## src/rtl/pfail_pkg.sv

```systemverilog
package pfail_pkg;

    typedef enum logic [1:0] {
        PH_IDLE  = 2'd0,
        PH_ERASE = 2'd1,
        PH_PROG  = 2'd2,
        PH_REST  = 2'd3
    } phase_e;

    typedef struct packed {
        logic bsw_prev;
        logic dirty;
        logic rcl_pend;
    } watch_t;

endpackage

```

## src/rtl/pfail_watch.sv

```systemverilog
module pfail_watch
    import pfail_pkg::*;
(
    input  logic clk,
    input  logic rst_n,
    input  logic below_switch_i,
    input  logic below_reset_i,
    input  logic wr_strobe_i,
    input  logic busy_i,
    input  logic clr_dirty_i,
    input  logic take_recall_i,
    output logic auto_trig_o,
    output logic recall_ready_o,
    output logic dirty_o
);

    watch_t w_d, w_q;

    always_comb begin
        w_d          = w_q;
        w_d.bsw_prev = below_switch_i;
        if (clr_dirty_i) begin
            w_d.dirty = 1'b0;
        end else if (wr_strobe_i && !busy_i) begin
            w_d.dirty = 1'b1;
        end
        if (below_reset_i) begin
            w_d.rcl_pend = 1'b1;
        end else if (take_recall_i) begin
            w_d.rcl_pend = 1'b0;
        end
    end

    always_ff @(posedge clk) begin
        if (!rst_n) begin
            w_q <= '0;
        end else begin
            w_q <= w_d;
        end
    end

    assign auto_trig_o    = below_switch_i && !w_q.bsw_prev && w_q.dirty;
    assign recall_ready_o = w_q.rcl_pend && !below_switch_i;
    assign dirty_o        = w_q.dirty;


    dirty_clear_chk: assert property (@(posedge clk) disable iff (!rst_n)
        clr_dirty_i |=> !w_q.dirty);


    pend_hold_chk: assert property (@(posedge clk) disable iff (!rst_n)
        (w_q.rcl_pend && below_switch_i) |=> w_q.rcl_pend);

endmodule

```

## src/rtl/pfail_cnt.sv

```systemverilog
module pfail_cnt #(
    parameter int W = 4
) (
    input  logic         clk,
    input  logic         rst_n,
    input  logic         load_i,
    input  logic [W-1:0] load_val_i,
    output logic         zero_o
);

    logic [W-1:0] cnt_d, cnt_q;

    always_comb begin
        cnt_d = cnt_q;
        if (load_i) begin
            cnt_d = load_val_i;
        end else if (cnt_q != '0) begin
            cnt_d = cnt_q - 1'b1;
        end
    end

    always_ff @(posedge clk) begin
        if (!rst_n) begin
            cnt_q <= '0;
        end else begin
            cnt_q <= cnt_d;
        end
    end

    assign zero_o = (cnt_q == '0);

endmodule

```

## src/rtl/pfail_nv_seq.sv

```systemverilog
module pfail_nv_seq
    import pfail_pkg::*;
#(
    parameter int ERASE_CYC   = 4,
    parameter int PROG_CYC    = 6,
    parameter int RESTORE_CYC = 5
) (
    input  logic clk,
    input  logic rst_n,
    input  logic below_switch_i,
    input  logic below_reset_i,
    input  logic wr_strobe_i,
    input  logic sw_store_req_i,
    output logic erase_o,
    output logic program_o,
    output logic recall_o,
    output logic busy_o,
    output logic io_disable_o
);

    localparam int MAX_A   = (ERASE_CYC > PROG_CYC) ? ERASE_CYC : PROG_CYC;
    localparam int MAX_LEN = (MAX_A > RESTORE_CYC) ? MAX_A : RESTORE_CYC;
    localparam int CNT_W   = $clog2(MAX_LEN + 1);

    phase_e           phase_d, phase_q;
    logic             load;
    logic [CNT_W-1:0] load_val;
    logic             cnt_zero;
    logic             done;
    logic             take_recall;
    logic             auto_trig;
    logic             recall_ready;
    logic             dirty;

    pfail_watch u_watch (
        .clk           (clk),
        .rst_n         (rst_n),
        .below_switch_i(below_switch_i),
        .below_reset_i (below_reset_i),
        .wr_strobe_i   (wr_strobe_i),
        .busy_i        (busy_o),
        .clr_dirty_i   (done),
        .take_recall_i (take_recall),
        .auto_trig_o   (auto_trig),
        .recall_ready_o(recall_ready),
        .dirty_o       (dirty)
    );

    pfail_cnt #(.W(CNT_W)) u_cnt (
        .clk       (clk),
        .rst_n     (rst_n),
        .load_i    (load),
        .load_val_i(load_val),
        .zero_o    (cnt_zero)
    );

    always_comb begin
        phase_d     = phase_q;
        load        = 1'b0;
        load_val    = '0;
        done        = 1'b0;
        take_recall = 1'b0;
        unique case (phase_q)
            PH_IDLE: begin
                if (recall_ready) begin
                    phase_d     = PH_REST;
                    take_recall = 1'b1;
                    load        = 1'b1;
                    load_val    = CNT_W'(RESTORE_CYC - 1);
                end else if (auto_trig || sw_store_req_i) begin
                    phase_d  = PH_ERASE;
                    load     = 1'b1;
                    load_val = CNT_W'(ERASE_CYC - 1);
                end
            end
            PH_ERASE: begin
                if (cnt_zero) begin
                    phase_d  = PH_PROG;
                    load     = 1'b1;
                    load_val = CNT_W'(PROG_CYC - 1);
                end
            end
            PH_PROG: begin
                if (cnt_zero) begin
                    phase_d = PH_IDLE;
                    done    = 1'b1;
                end
            end
            PH_REST: begin
                if (cnt_zero) begin
                    phase_d = PH_IDLE;
                    done    = 1'b1;
                end
            end
            default: phase_d = PH_IDLE;
        endcase
    end

    always_ff @(posedge clk) begin
        if (!rst_n) begin
            phase_q <= PH_IDLE;
        end else begin
            phase_q <= phase_d;
        end
    end

    assign erase_o      = (phase_q == PH_ERASE);
    assign program_o    = (phase_q == PH_PROG);
    assign recall_o     = (phase_q == PH_REST);
    assign busy_o       = (phase_q != PH_IDLE);
    assign io_disable_o = erase_o || program_o;


    phase_excl_chk: assert property (@(posedge clk) disable iff (!rst_n)
        $onehot0({erase_o, program_o, recall_o}));


    erase_to_prog_chk: assert property (@(posedge clk) disable iff (!rst_n)
        $fell(erase_o) |-> program_o);


    prog_after_erase_chk: assert property (@(posedge clk) disable iff (!rst_n)
        $rose(program_o) |-> $past(erase_o));


    clean_no_auto_chk: assert property (@(posedge clk) disable iff (!rst_n)
        $rose(erase_o) |-> ($past(sw_store_req_i) || $past(dirty)));


    recall_start_chk: assert property (@(posedge clk) disable iff (!rst_n)
        $rose(recall_o) |-> $past(recall_ready));


    io_hold_chk: assert property (@(posedge clk) disable iff (!rst_n)
        io_disable_o |-> (busy_o && !recall_o));

endmodule

```

## config.mk

```make
export PLATFORM = sky130hd
export DESIGN_NAME = pfail_nv_seq
export DESIGN_NICKNAME = d
export VERILOG_FILES = /design/src/rtl/pfail_pkg.sv /design/src/rtl/pfail_watch.sv /design/src/rtl/pfail_cnt.sv /design/src/rtl/pfail_nv_seq.sv
export SDC_FILE = /design/constraint.sdc
export NUM_CORES = 1
export LEC_CHECK = 0
export ABC_CLOCK_PERIOD_IN_PS = 1800
export BUFFER_PORTS_ARGS = -buffer_cell sky130_fd_sc_hd__buf_2
export CORE_UTILIZATION = 29
export CTS_CLUSTER_SIZE = 14
export DETAILED_ROUTE_END_ITERATION = 10
export GPL_ROUTABILITY_DRIVEN = 0
export PLACE_DENSITY = 0.52
export SETUP_SLACK_MARGIN = 0.05
export SLEW_MARGIN = 20
export SYNTH_ARGS = -nofsm -noshare
export SYNTH_HDL_FRONTEND = slang
export SYNTH_SLANG_ARGS = --single-unit
```

## constraint.sdc

```tcl
create_clock -name clk -period 1.8 [get_ports clk]
set_input_delay 0.27 -clock clk [delete_from_list [all_inputs] [get_ports clk]]
set_output_delay 0.27 -clock clk [all_outputs]
set_load 0.005 [all_outputs]
```

==> impl_metrics.json <==
{
  "drc": 0,
  "cts_buffers": 3,
  "timing.final.ws_setup_ns": 0.168,
  "pre_cts_slack_ns": 0.154,
  "ctsHoldBuffers": 0,
  "period_needed_ns": 1.63,
  "cts.sinks": 8,
  "fmax_mhz": 613,
  "drv_cap": 0,
  "vdd_drop_max_uv": 585,
  "rows": 15,
  "holdWs_ns": 0.249,
  "clock_latency_ns": 0.25,
  "hold_path_startpoint": "below_reset_i",
  "ys.flop_type": "dfxtp_1",
  "path_clk_slew_ns": 0.06,
  "regToRegSetupSlack_ns": 0.17,
  "post_cts_buffers": 0,
  "cp_data_required_time_ns": 1.93,
  "worst_slew_pin_slew_ns": 0.255,
  "power_density_nw_per_um2": 1500,
  "die_h_um": 44.7,
  "totalWireLength_um": 1040,
  "clock-root-buffer": "clkbuf_4",
  "async_reset_ff_share_pct": 0,
  "yosys_warnings": 0,
  "layout_common_cells": "buf_2, inv_1, dfxtp_1",
  "ys_ff_latch": 8,
  "cts_max_level": 1,
  "cts_tree": "yes",
  "rsz0062_at_grt": "no",
  "crit_start": "phase_q[1]$_SDFFE_PN0P_",
  "slew_viol_final": 0,
  "via_per_inst": 4.53,
  "die_area_sq_um": 2000,
  "hold_viol": 0,
  "cts_resized": 0,
  "n_fill_cell": 171,
  "power.leakage_nw": 0.297,
  "dr.pass1.iters": 4,
  "portBuffers": 10,
  "final_common_cell": "buf_2",
  "wl_per_cell_um": 10.5,
  "start_kind": "flip-flop",
  "initial_utilization_pct": 30.9,
  "worstSetupPathType": "flip-flop to flip-flop",
  "detailed_place_hpwl_um": 826,
  "detail-route-antenna-nets": 0,
  "fin_crit_sh_pct": 90.7,
  "endpoint_kind": "flip-flop",
  "grt_pass1_vias": 447,
  "arrival_ns": 1.76,
  "syn_area_per_cell_sq_um": 8.80,
  "diodes": 0,
  "rr_startpoint": "phase_q[1]$_SDFFE_PN0P_",
  "timing.slew.headroom_pct": 83.0,
  "setup_tns_ns": 0,
  "grt_pass1_wl_um": 1840,
  "hold_class": "input pin to flip-flop",
  "die_w_um": 44.7,
  "drive_above_1_share_pct": 24.3,
  "synth_edf_count": 0,
  "final_area_sq_um": 642,
  "utilization_pct": 37.6,
  "nNetsFinal": 88,
  "synth.distinct_cells": 27,
  "ios": 11,
  "vias": 448,
  "synthToLayoutAreaGrowth_pct": 21.6,
  "setup_viol": 0,
  "core_sq_um": 1710,
  "ys_seq_area_share_pct": 30.3,
  "syn_inst": 60,
  "status": "completed",
  "grt_max_degree": 8,
  "syn-num-nets": 72,
  "grt_use_total_pct": 13.1,
  "cp_max_fo": 4,
  "synth.cell_area_sq_um": 528,
  "clockBufferDepth": 2,
  "placed_area_sq_um": 619,
  "clock_skew_ns": 0.00567,
  "antenna_found_initial": 0,
  "drt_iter0_drc": 6,
  "grt-ovfl-total": 0
}
## Yosys cell counts (all sizes together) (2+ instances only)
library cell,n,area (sq um)
inv,9,33.8
dfxtp,8,160
a21oi,6,30.0
ha,6,75.1
nand2b,3,21.3
o21ai,3,15.0
a211oi,2,20.0
and2,2,12.5
mux2,2,22.5
nand3b,2,15.0
nor2,2,7.51
nor2b,2,12.5
## worst max-delay path, stage by stage, from the launching register on
cell and delay [ns]:
dfxtp_1 0.36, inv_1 0.07, ha_1 0.19, or3_4 0.39, a32oi_1 0.17, mux2_1 0.33
## flip-flops by register name (all words and copies together), names as in the netlist
signal           cells
phase_q              2
u_cnt.cnt_q          3
u_watch.w_q          2
u_watch.dirty_o      1
## layout make-up
cell class	instances	area (sq um)	area share [%]
clock buffers	3	22.5	3.51
inverters	9	33.8	5.26
multi-input cells	42	329	51.3
flip-flops and latches	8	160	25.0
well taps	25	31.3	4.87
repair buffers	12	65.1	10.1
## per-layer routing
metal	GRT usage [%]	up-vias	part of all wire (%)
met3	6.12	0	3.0
met1	16.3	199	49
met4	6.06	0	0
met2	19.1	9	48
li1	-	240	-
met5	0	-	0
## through the flow
stage / power [mW] / std cells
floorplan: 0.680 / 60
global placement: 0.841 / 96
detailed placement: 0.836 / 96
CTS: 0.981 / 99
global route: 1.07 / 99
finish: 0.963 / 99
## power by group
part | switching (mW) | internal [mW] | total (mW)
combinational | 0.277 | 0.279 | 0.556
sequential | 0.0366 | 0.234 | 0.271
clock | 0.0597 | 0.0762 | 0.136
total | 0.373 | 0.589 | 0.963
## cell families (layout without fill, tap and decap cells)
group,Yosys count,after routing,synth area share [%]
AOI/OAI and AO/OA,18,18,23.7
adders and majority gates,6,6,14.2
buffers and inverters,10,24,7.34
DFF,8,8,30.3
muxes,2,2,4.27
and+or+nand+nor,16,16,20.1
## final timing paths
check,end,depth (start not counted)
setup / recovery,phase_q[1]$_SDFFE_PN0P_,5
hold / removal,u_watch.w_q[0]$_SDFFE_PN0P_,3
setup reg to reg,phase_q[1]$_SDFFE_PN0P_,5
hold reg to reg,u_watch.dirty_o$_SDFFE_PP0P_,2
Power figures use the tool's default switching activity.
